===== src/rtl/bsel_pkg.sv =====
// Shared types for the oscillator band selector.
// Assumes: vforce encoding 2'b11 is never driven.
package bsel_pkg;

    typedef enum logic [1:0] {
        ST_IDLE    = 2'd0,
        ST_OBSERVE = 2'd1,
        ST_PARK    = 2'd2,
        ST_DONE    = 2'd3
    } bsel_state_e;

    typedef enum logic [1:0] {
        VF_RELEASE = 2'b00,
        VF_MIN     = 2'b01,
        VF_MAX     = 2'b10
    } vforce_e;

    localparam logic BAND_LOW  = 1'b0;
    localparam logic BAND_HIGH = 1'b1;

endpackage


===== src/rtl/bsel_tick_window.sv =====
// Counts settle ticks while run is high and pulses expire, combinationally,
// on the cycle that carries the limit-th tick.
// Assumes: limit of 0 behaves as 1; limit held steady while run is high.
module bsel_tick_window #(
    parameter int W = 8
) (
    input  logic         clk,
    input  logic         rst_n,
    input  logic         run,
    input  logic         tick,
    input  logic [W-1:0] limit,
    output logic         expire
);
    localparam logic [W-1:0] ONE = W'(1);

    logic [W-1:0] cnt;
    logic [W-1:0] limit_eff;
    logic         last;

    // Effective limit and last-tick detection.
    always_comb begin
        limit_eff = (limit == '0) ? ONE : limit;
        last      = (cnt >= (limit_eff - ONE));
        expire    = run && tick && last;
    end

    // Tick counter: cleared when not running or on expiry.
    always_ff @(posedge clk) begin
        if (!rst_n)        cnt <= '0;
        else if (!run)     cnt <= '0;
        else if (tick)     cnt <= last ? '0 : cnt + ONE;
    end

    // Counter is idle at zero whenever the window is not running.
    assert_idle_count_zero_R9: assert property (@(posedge clk) disable iff (!rst_n)
        !run |=> (cnt == '0) || run);

    // A non-final tick while running advances the count by one.
    assert_count_advance_R3: assert property (@(posedge clk) disable iff (!rst_n)
        (run && tick && !expire) |=> (cnt == $past(cnt) + ONE));

endmodule


===== src/rtl/bsel_up_capture.sv =====
// Sticky capture of the UP indication during the observation window.
// seen includes the current cycle so a pulse on the final cycle counts.
// Assumes: arm is high exactly for the observation state.
module bsel_up_capture (
    input  logic clk,
    input  logic rst_n,
    input  logic arm,
    input  logic up_in,
    output logic seen
);
    logic seen_q;

    // Registered flag: set by UP while armed, cleared while disarmed.
    always_ff @(posedge clk) begin
        if (!rst_n)       seen_q <= 1'b0;
        else if (!arm)    seen_q <= 1'b0;
        else if (up_in)   seen_q <= 1'b1;
    end

    // Combined view of history and the present cycle.
    always_comb seen = seen_q || (arm && up_in);

    // Once seen within a window, it stays seen until the window ends.
    assert_seen_sticky_R4: assert property (@(posedge clk) disable iff (!rst_n)
        (arm && seen) |=> (!arm || seen));

    // A disarmed capture reports nothing.
    assert_disarmed_quiet_R6: assert property (@(posedge clk) disable iff (!rst_n)
        !arm |=> (arm || !seen));

endmodule


===== src/rtl/bsel_fsm.sv =====
// Sequencer for the band search: idle, observe at upper-band minimum,
// park at maximum of the chosen band, done with voltage released.
// Assumes: expire inputs are single-cycle and qualified by the matching state.
module bsel_fsm
    import bsel_pkg::*;
(
    input  logic        clk,
    input  logic        rst_n,
    input  logic        enable,
    input  logic        win_expire,
    input  logic        park_expire,
    input  logic        up_seen,
    output bsel_state_e state,
    output logic        band_sel,
    output logic [1:0]  vforce,
    output logic        done
);
    bsel_state_e state_nx;

    // Next-state selection; enable low always returns to idle.
    always_comb begin
        state_nx = state;
        if (!enable) begin
            state_nx = ST_IDLE;
        end else begin
            case (state)
                ST_IDLE:    state_nx = ST_OBSERVE;
                ST_OBSERVE: if (win_expire)  state_nx = ST_PARK;
                ST_PARK:    if (park_expire) state_nx = ST_DONE;
                ST_DONE:    state_nx = ST_DONE;
                default:    state_nx = ST_IDLE;
            endcase
        end
    end

    // State register.
    always_ff @(posedge clk) begin
        if (!rst_n) state <= ST_IDLE;
        else        state <= state_nx;
    end

    // Band bit: upper band at start, decided once at window end, else held.
    always_ff @(posedge clk) begin
        if (!rst_n)
            band_sel <= BAND_HIGH;
        else if (enable && state == ST_IDLE)
            band_sel <= BAND_HIGH;
        else if (enable && state == ST_OBSERVE && win_expire)
            band_sel <= up_seen ? BAND_HIGH : BAND_LOW;
    end

    // Output decode from state.
    always_comb begin
        case (state)
            ST_OBSERVE: vforce = VF_MIN;
            ST_PARK:    vforce = VF_MAX;
            default:    vforce = VF_RELEASE;
        endcase
        done = (state == ST_DONE);
    end

    // Observation always runs on the upper band.
    assert_observe_upper_R2: assert property (@(posedge clk) disable iff (!rst_n)
        (state == ST_OBSERVE) |-> band_sel);

    // Leaving observation goes only to park.
    assert_observe_exit_R3: assert property (@(posedge clk) disable iff (!rst_n)
        (state == ST_OBSERVE && enable) |=> (state == ST_OBSERVE || state == ST_PARK));

endmodule


===== src/rtl/vco_band_picker.sv =====
// Top of the two-band oscillator band selector. Picks the band from a single
// UP observation at the upper-band minimum, parks at the chosen band's
// maximum for PARK_TICKS settle ticks, then reports done.
// Assumes: settle_tick is a one-cycle pulse; win_ticks steady during a window.
module vco_band_picker
    import bsel_pkg::*;
#(
    parameter int CNT_W      = 8,
    parameter int PARK_TICKS = 2
) (
    input  logic             clk,
    input  logic             rst_n,
    input  logic             enable,
    input  logic             up_in,
    input  logic             settle_tick,
    input  logic [CNT_W-1:0] win_ticks,
    output logic             band_sel,
    output logic [1:0]       vforce,
    output logic             done
);
    localparam int PARK_W = $clog2(PARK_TICKS + 1);
    localparam logic [PARK_W-1:0] PARK_LIM = PARK_W'(PARK_TICKS);

    bsel_state_e state;
    logic        in_observe;
    logic        in_park;
    logic        win_expire;
    logic        park_expire;
    logic        up_seen;

    // State qualifiers for the helper blocks.
    always_comb begin
        in_observe = (state == ST_OBSERVE);
        in_park    = (state == ST_PARK);
    end

    bsel_tick_window #(.W(CNT_W)) i_win_timer (
        .clk    (clk),
        .rst_n  (rst_n),
        .run    (in_observe),
        .tick   (settle_tick),
        .limit  (win_ticks),
        .expire (win_expire)
    );

    bsel_tick_window #(.W(PARK_W)) i_park_timer (
        .clk    (clk),
        .rst_n  (rst_n),
        .run    (in_park),
        .tick   (settle_tick),
        .limit  (PARK_LIM),
        .expire (park_expire)
    );

    bsel_up_capture i_up_cap (
        .clk   (clk),
        .rst_n (rst_n),
        .arm   (in_observe),
        .up_in (up_in),
        .seen  (up_seen)
    );

    bsel_fsm i_fsm (
        .clk         (clk),
        .rst_n       (rst_n),
        .enable      (enable),
        .win_expire  (win_expire),
        .park_expire (park_expire),
        .up_seen     (up_seen),
        .state       (state),
        .band_sel    (band_sel),
        .vforce      (vforce),
        .done        (done)
    );

    // Dropping enable clears done and releases the voltage.
    assert_abort_release_R8: assert property (@(posedge clk) disable iff (!rst_n)
        !enable |=> (!done && vforce == VF_RELEASE));

    // Dropping enable never changes the band bit.
    assert_abort_keeps_band_R8: assert property (@(posedge clk) disable iff (!rst_n)
        !enable |=> $stable(band_sel));

    // Done is only entered from the maximum hold.
    assert_done_after_park_R7: assert property (@(posedge clk) disable iff (!rst_n)
        $rose(done) |-> ($past(vforce) == VF_MAX));

    // Band bit changes only when starting or leaving the minimum hold.
    assert_band_change_point_R6: assert property (@(posedge clk) disable iff (!rst_n)
        !$stable(band_sel) |-> ($past(vforce) != VF_MAX && !$past(done)));

    // The reserved voltage code is never produced.
    assert_vforce_legal_R1: assert property (@(posedge clk) disable iff (!rst_n)
        vforce != 2'b11);

endmodule


===== config.mk =====
export PLATFORM = sky130hd
export DESIGN_NAME = vco_band_picker
export DESIGN_NICKNAME = d
export VERILOG_FILES = /design/src/rtl/bsel_pkg.sv /design/src/rtl/bsel_tick_window.sv /design/src/rtl/bsel_up_capture.sv /design/src/rtl/bsel_fsm.sv /design/src/rtl/vco_band_picker.sv
export SDC_FILE = /design/constraint.sdc
export NUM_CORES = 1
export LEC_CHECK = 0
export CORE_MARGIN = 2
export CORE_UTILIZATION = 44
export DETAILED_ROUTE_END_ITERATION = 7
export DONT_BUFFER_PORTS = 1
export PLACE_DENSITY = 0.65
export SLEW_MARGIN = 20
export SYNTH_ARGS = -nofsm -noshare
export SYNTH_HDL_FRONTEND = slang
export SYNTH_SLANG_ARGS = --single-unit

===== constraint.sdc =====
create_clock -name clk -period 6.15 [get_ports clk]
set_input_delay 0.615 -clock clk [delete_from_list [all_inputs] [get_ports clk]]
set_output_delay 0.615 -clock clk [all_outputs]
set_load 0.01 [all_outputs]

==> results.md, run 1 <==
- The flow ran to the end, and the final reports show no timing, DRC or antenna violations.
- Of the total synthesized cell area, the portion taken by XOR and XNOR cells is 0.07378.
- The post-CTS resize count is 0.
- The count of different cell masters after synthesis is 32.
- The clock drives 14 sinks.
- The effective utilization at floorplan is 0.4744.
- After layout, the minimum clock period comes to roughly 3.1 ns.
- In the final routed layout, each cell accounts on average for 11.86 um.
- In this run the core area contains 16 standard-cell rows.
- The tool flagged a number of max-cap violations equal to 0.
- At the end of the flow the core is filled with cells to 0.5013.
- The dominant synthesized flop cell is sky130_fd_sc_hd__dfxtp_1.
- Yosys instantiated no cell more often than sky130_fd_sc_hd__nand2_1.
- The number of enable-type register cells in the synthesized netlist is 0.
- The simple-gate portion of the synthesized area is 0.2991.
- Ranked by instance count, the synthesized netlist is headed by 15 x sky130_fd_sc_hd__nand2_1, 14 x sky130_fd_sc_hd__dfxtp_1, 13 x sky130_fd_sc_hd__nand3_1.
- The floorplan step defined a die boundary enclosing 2546 um2.
- The maximum fanout along the worst path is 13.
- STA classifies the critical path endpoint as a register.
- In this run the power density over the cells is 173.2 nW/um2.
- The overall global routing resource usage is 0.1523.
- The number of max-slew violations in the final report came to 0.
- The category of the most critical setup path is in2reg.
- The largest family of logic cells by synthesized area is simple AND/OR/NAND/NOR gates.
- The post-detailed-route DRC marker count is 0.
- The total iterations of the first detailed-routing run is 3.
- After layout, the worst setup slack is between 3 and 4 ns.
- Registers take 280.3 um2.
- The total length of routed wires is 1.767 mm.
- The sum of overflow across all layers after global routing is 0.
- The worst slack on hold paths is between 0.4 and 0.5 ns.
- In the routed layout, each cell is associated on average with a via count of approximately 5.4.
- The launching element of the worst setup path is win_ticks[4].
- TritonCTS built the clock tree.
- The type of origin of the critical path is an input pin.
- The antenna diode instance count is 0.
- The total power of the final layout is between 150 and 200 uW.
- The required time reported for the critical path endpoint is between 6 and 7 ns.
- The non-filler instance count after layout is 149.
- The core region area is 2002 um2.
- The highest clock frequency the design can meet is 0.3178 GHz.
- The most critical setup path has its endpoint at i_win_timer.cnt[2].
- The fill cell instance count of the final layout is 199.
- The instance count of the mapped netlist is 120.
- The share of total power dissipated in the clock network is 0.374.
- In this run the remaining antenna-violating nets after routing total 0.
- The analysis attributes to net switching a power of around 38 uW.
- The vertical die dimension is between 50 and 60 um.
- OpenSTA, run right after detailed placement, puts the worst setup slack at between 2 and 3 ns.
- Port buffering added 0 buffers.
- The worst IR drop on VDD is 0.1821 mV.
- After routing the design area is ~1000 um2.
- At the pin with the least slew margin, the transition time is 0.5337 ns.
- The register-to-register path setup slack is approximately 4.0 ns.
- The routed layout has around 810 vias.
- Summing every instance area after synthesis gives ~950 um2.
- The net total in the final layout is about 150.
- Entering global routing, the biggest net connects 14 pins.
- The I/O pin count is 17.
- CTS built an H-tree with a depth of 1.
- The headroom to the max-slew limit is 0.6442.
- The initial antenna violation count is 0.
- The number of synthesis warnings is 0.
- Ranked by total cell area, the synthesized netlist is headed by sky130_fd_sc_hd__dfxtp_1 30%, sky130_fd_sc_hd__ha_1 14%, sky130_fd_sc_hd__nand3_1 6.9%.
- The top-area cell type share of the netlist area is 0.2951.
- Setup repair after global routing left no endpoint under its margin.
- The initial detailed-routing violation count is 9.
- The placed instances occupy a cell area of a little under 1000 um2.
- Setup violations remaining at the end of the flow were counted as 0.
- The number of nets in the synthesized netlist is around 140.
- The clock latency at the later pin of the worst-skew pair is 0.28 ns.
- STA puts the critical path data arrival time at 3.35 ns.
- Of the total synthesized cell area, the portion taken by full adders, half adders and majority gates is 0.1449.
- The via count of the first global-routing pass is a little over 700.
- The post-CTS repair timing setup buffer count is 0.
- The total half-perimeter wirelength after legalization and detailed placement is about 1.4 mm.
- Across the routed clock network, the largest skew measured is ~0.0051 ns.
- From synthesis to final layout, the design area changed by 5.665%.
- Buffers inserted during clock tree synthesis total 3.
- In this run the clock root is driven by a sky130_fd_sc_hd__clkbuf_4.
- The reg-to-reg endpoint is i_win_timer.cnt[2].
- The accumulated negative setup slack is 0 ns.
- The startpoint identified for the worst register-to-register timing path is i_win_timer.cnt[0].
- The hold violation total from the final report is 0.
- The overall die width is 50.46 um.
- The post-synthesis async set-or-reset flop share is 0.
- The leakage power summed over all cells is ~0.35 nW.
- The number of hold buffers added after CTS was 0.
- sky130_fd_sc_hd__dfxtp_1 takes more of the synthesized area than any other cell.
- The fraction of the mapped netlist area in compound gates is 0.1357.
- In the finished design, the share of the clock period the worst path needs comes to 0.5117.
- The placer's final routability congestion estimate is roughly 0.75.
- The total placed cells including tap cells is 145.
- The sequential area share after synthesis is 0.2951.
- The type of the worst min-delay path is in2reg.
- The share of total power dissipated in combinational logic is 0.096.
- The register share of total power is 0.530.
- The global-route wire length before repair is 3.022 mm.
- Measured in cells, the most critical reg-to-reg path has a length of 7.
- After synthesis, the share of cell area in mux cells is 0.01054.
- The maximum number of buffers from clock root to sink is 2.
- Of the cells placed in the final design, the portion with a size suffix greater than 1 is 0.06557.
- After clock tree synthesis, the clock-pin slew on the worst setup and hold paths is roughly 0.080 ns.
- Of the total power, the share spent switching nets is 0.2213.
- The total area of multi-input combinational cells is 630.6 um2.
- After synthesis the netlist holds a flip-flop and latch count of 14.
- The internal power is between 100 and 150 uW.
- The mean instance size in the synthesized netlist is between 7 and 8 um2.
[power groups by stage]
stage | sequential [mW] | clock, mW | combinational, mW
floorplan | 0.0940 | 0 | 0.0151
global placement | 0.0942 | 0 | 0.0164
detailed placement | 0.0942 | 0 | 0.0169
CTS | 0.0921 | 0.0674 | 0.0169
global route | 0.0923 | 0.0734 | 0.0190
finish | 0.0921 | 0.0650 | 0.0167
[cell families (layout without fill, tap and decap cells)]
group           count (synthesis)  after routing
flops                          14             14
simple gates                   57             57
fa+ha+maj                      11             11
buf+inv                         8             10
compound gates                 21             21
xor+xnor                        8              8
mux                             1              1
[registers in the layout (all words and copies together) (netlist names)]
signal / cells
i_park_timer.cnt: 2
i_fsm.band_sel: 1
i_up_cap.seen_q: 1
i_fsm.state: 2
i_win_timer.cnt: 8
[routing by layer]
layer	vias up	wire, um	share of wire	global-route usage
li1	429	-	-	-
met1	374	901	0.51	0.2106
met2	4	807	0.46	0.2346
met3	2	51	0.029	0.05655
met4	0	8	0.0045	0.01351
met5	-	0	0	0
[how the worst min path moves through the flow]
| stage | start | endpoint | slack, ns | cells after the start |
|---|---|---|---|---|
| after CTS | up_in | i_up_cap.seen_q | 0.46 | 2 |
| final | up_in | i_up_cap.seen_q | 0.46 | 2 |
| after global routing | up_in | i_up_cap.seen_q | 0.47 | 2 |
| after detailed placement | i_park_timer.cnt[1] | i_park_timer.cnt[1] | 0.46 | 2 |
| after global placement | i_park_timer.cnt[1] | i_park_timer.cnt[1] | 0.45 | 2 |
| after floorplan | i_park_timer.cnt[1] | i_park_timer.cnt[1] | 0.44 | 2 |
[placed cells by master, fill, tap and decap left out, types with 4 or more instances in the layout]
cell / count
sky130_fd_sc_hd__a21oi_1: 8
sky130_fd_sc_hd__dfxtp_1: 14
sky130_fd_sc_hd__nand3_1: 13
sky130_fd_sc_hd__ha_1: 11
sky130_fd_sc_hd__o21ai_0: 4
sky130_fd_sc_hd__inv_1: 5
sky130_fd_sc_hd__nand2_1: 15
sky130_fd_sc_hd__xnor2_1: 5
sky130_fd_sc_hd__nor2_1: 12
[layout make-up]
class,count,area share
clock buffer,4,0.03616
inverter,6,0.02244
multi-input combinational,98,0.6284
sequential,14,0.2793
tap,27,0.03367
[worst max-delay path, stage by stage]
cell and delay (ns):
sky130_fd_sc_hd__or3_1 0.39, sky130_fd_sc_hd__or3_1 0.35, sky130_fd_sc_hd__nor2_2 0.15, sky130_fd_sc_hd__a21oi_1 0.11, sky130_fd_sc_hd__ha_1 0.30, sky130_fd_sc_hd__ha_1 0.27
sky130_fd_sc_hd__a2111o_1 0.37, sky130_fd_sc_hd__a21oi_2 0.46, sky130_fd_sc_hd__nand4b_1 0.15, sky130_fd_sc_hd__a31oi_1 0.18
Note: power is estimated with default switching activity, not from simulation.
==> run 2: changes to the inputs <==
- PLACE_DENSITY: 0.65 -> 0.67
- clock period: 6.15 -> 2.6 ns (I/O delays scaled with it)
==> results.md, run 2 (synthesized netlist as in run 1, its figures left out) <==
- The initial utilization of the core area, before any placement, comes to 0.4744.
- The number of cells on the worst reg-to-reg path is 8.
- The number of max-slew violations in the final report is 0.
- The end-of-flow core utilization is 0.5381.
- The die area is between 2000 and 3000 um2.
- The post-CTS repair timing setup buffer count is 0.
- The antenna violation net count after detailed routing is 0.
- Dividing the detail-routed via count by the number of cells gives around 5.5.
- The share of total power dissipated in combinational logic is 0.110.
- The maximum single-stage delay on the critical path is roughly 0.4 ns.
- The maximum number of pins on one net before global-route repair is 12.
- The register share of total power is 0.524.
- Once routing completed, OpenROAD measured the worst setup slack at approximately 0.07 ns.
- The worst slack on hold paths is 0.09711 ns.
- The largest registers in the layout are i_win_timer.cnt (8), i_fsm.state (2), i_park_timer.cnt (2).
- The switching share of total power is 0.2233.
- The final period demand of the worst path is between 2 and 3 ns.
- The amount of wire on met2 after detailed routing is ~1.0 mm.
- Dividing the final minimum period by the clock period gives 0.9731.
- The gate family responsible for the most delay along the worst path is simple AND/OR/NAND/NOR gates.
- The largest clock skew in the final design is ~0.0093 ns.
- For this design the total switching power over the nets is roughly 93 uW.
- The minimum setup slack after placement is -0.2762 ns.
- The initial antenna violation count is 0.
- After routing, the total negative slack on setup checks comes to 0 ns.
- Along the worst path, the maximum fanout reaches 5.
- The net total in the final layout is 152.
- The type of the worst min-delay path is in2reg.
- The type of origin of the critical path is an input pin.
- The antenna diode instance count is 0.
- The overall global routing resource usage is 0.1768.
- The total iterations of the first detailed-routing run is 4.
- The number of flip-flops in the largest register is 8.
- The detailed router put a total of approximately 930 um of wire on met1.
- The die is roughly 50 um wide.
- The design draws ~420 uW.
- The total area of multi-input combinational cells is roughly 660 um2.
- The worst IR drop on VDD is between 0.3 and 0.4 mV.
- The endpoint type of the worst setup path is a register.
- The I/O pin count is 17.
- The first routing iteration left 23 violations.
- The vertical die dimension is ~50 um.
- The register-to-register path setup slack is ~0.52 ns.
- The share of power burned in the clock network is 0.367.
- After detailed routing, the number of remaining DRC violations is 0.
- The required time reported for the critical path endpoint is between 2 and 3 ns.
- On the critical path, the stage with the largest delay is an instance of sky130_fd_sc_hd__a2111o_1.
- The flow ran to the end, and the final reports show no timing, DRC or antenna violations.
- The headroom to the max-slew limit is 0.7037.
- The global-route wire length before repair is roughly 3.5 mm.
- The clock root buffer is sky130_fd_sc_hd__clkbuf_4.
- The total of endpoints with negative setup slack in the final report is 0.
- The internal power is around 320 uW.
- The number of violations of the max-capacitance limit is 0.
- The met3 routed wirelength is 109 um.
- The clock latency at the later pin of the worst-skew pair is about 0.28 ns.
- The number of buffers created by CTS is 3.
- Setup repair after global routing could not meet its margin everywhere.
- At the end of routability-driven placement, the weighted congestion stood at ~0.76.
- The clock passes through at most 2 buffers.
- The count of port buffers added during placement is 0.
- The clock transition time at the flip-flop clock pins of the worst setup and hold paths is 0.09 ns.
- Relative to the synthesized area, the layout overhead comes to 13.44%.
- The total half-perimeter wirelength after legalization and detailed placement is between 1.5 and 2 mm.
- The via count of the first global-routing pass is 772.
- For this design, the sink count on the clock tree is 14.
- Timing would allow up to slightly below 0.4 GHz.
- The endpoint arrival time on the critical path is about 2.7 ns.
- The number of H-tree levels is 1.
- Summed over all layers, the routed wires come to 2.078 mm.
- The cell seen most often among critical-path stages is sky130_fd_sc_hd__or3_4.
- Walking the worst path, the cells encountered are or3_4 -> or3_4 -> nor2_4 -> a21oi_2 -> ha_2 -> ha_1 -> a2111o_1 -> a21oi_4 -> buf_4 -> nand3_1 -> a31oi_1.
- The number of buffers inserted by hold repair at cts is 0.
- The hold violation total from the final report came to 0.
- The category of the most critical setup path is in2reg.
- Along the worst hold path, the cell count comes to 2.
- After global routing the overflow that remains totals 0.
- In the final routed layout, each cell accounts on average for 13.49 um.
- For this design the ratio of total power to cell area is slightly below 400 nW/um2.
- The core region area is 2002 um2.
- The fill cell instance count of the final layout is between 150 and 200.
- Leaving out fill and tap cells, the most frequent cell in the layout is sky130_fd_sc_hd__nand2_1.
- Together, buffers and inverters on the worst path number 1.
- The leakage power summed over all cells is roughly 0.38 nW.
- The clock tree from TritonCTS is built.
- Counting flops per register, the top entry is i_win_timer.cnt.
- Counting buffers and inverters, the worst setup path is 11 cells deep.
- The transition time at the pin with the least slew margin is about 0.44 ns.
- The total number of vias is roughly 850.
- The number of cell rows is 16.
- The top cell types in the final layout, fill and taps aside, are 15 x sky130_fd_sc_hd__nand2_1, 14 x sky130_fd_sc_hd__dfxtp_1, 13 x sky130_fd_sc_hd__nand3_1.
- The fraction of layout cells with a size suffix above 1 is 0.1417.
- The highest layer touched by signal routing is met3.
- Registers take ~280 um2.
==> run 2: worst paths after layout <==
check,start,endpoint
max,win_ticks[4],i_win_timer.cnt[3]
min,up_in,i_up_cap.seen_q
max reg2reg,i_win_timer.cnt[0],i_win_timer.cnt[3]
min reg2reg,i_park_timer.cnt[1],i_park_timer.cnt[1]
==> run 2: metrics by stage <==
step	cells	cell area [um2]
6_report	154	1077
5_1_grt	154	1077
4_1_cts	154	1064
3_5_place_dp	150	1027
3_3_place_gp	150	1027
2_1_floorplan	120	972.2
==> run 2: repair_timing <==
action	in CTS	in global routing
gates resized for setup	0	4
endpoints found under the setup margin	0	7
hold endpoints to repair	0	0
==> run 2: layout make-up <==
class,instances,share of cell area
repair buffers,5,0.03833
flip-flops and latches,14,0.2602
inverters,6,0.02091
multi-input cells,98,0.6156
clock buffers,4,0.03368
well taps,27,0.03136
==> run 2: worst register-to-register path: stages (launching register included) <==
cell and delay [ns]:
sky130_fd_sc_hd__dfxtp_1 0.43, sky130_fd_sc_hd__inv_1 0.09, sky130_fd_sc_hd__ha_1 0.28, sky130_fd_sc_hd__nand2b_4 0.13, sky130_fd_sc_hd__a2111o_1 0.45, sky130_fd_sc_hd__a21oi_4 0.21, sky130_fd_sc_hd__buf_4 0.17, sky130_fd_sc_hd__nand3_1 0.07
sky130_fd_sc_hd__a31oi_1 0.17
==> run 2: power groups by stage <==
stage	logic [mW]	clock network, mW	registers, mW
2_1_floorplan	0.0376	0	0.222
3_3_place_gp	0.0421	0	0.223
3_5_place_dp	0.0438	0	0.223
4_1_cts	0.0438	0.158	0.218
5_1_grt	0.0512	0.164	0.218
6_report	0.0456	0.152	0.218
==> run 2: layer usage <==
metal  global-route usage  up-vias
li1                     -      439
met1               0.2349      392
met2               0.2851       21
met3              0.05655        0
met4              0.02703        0
met5                    0        -
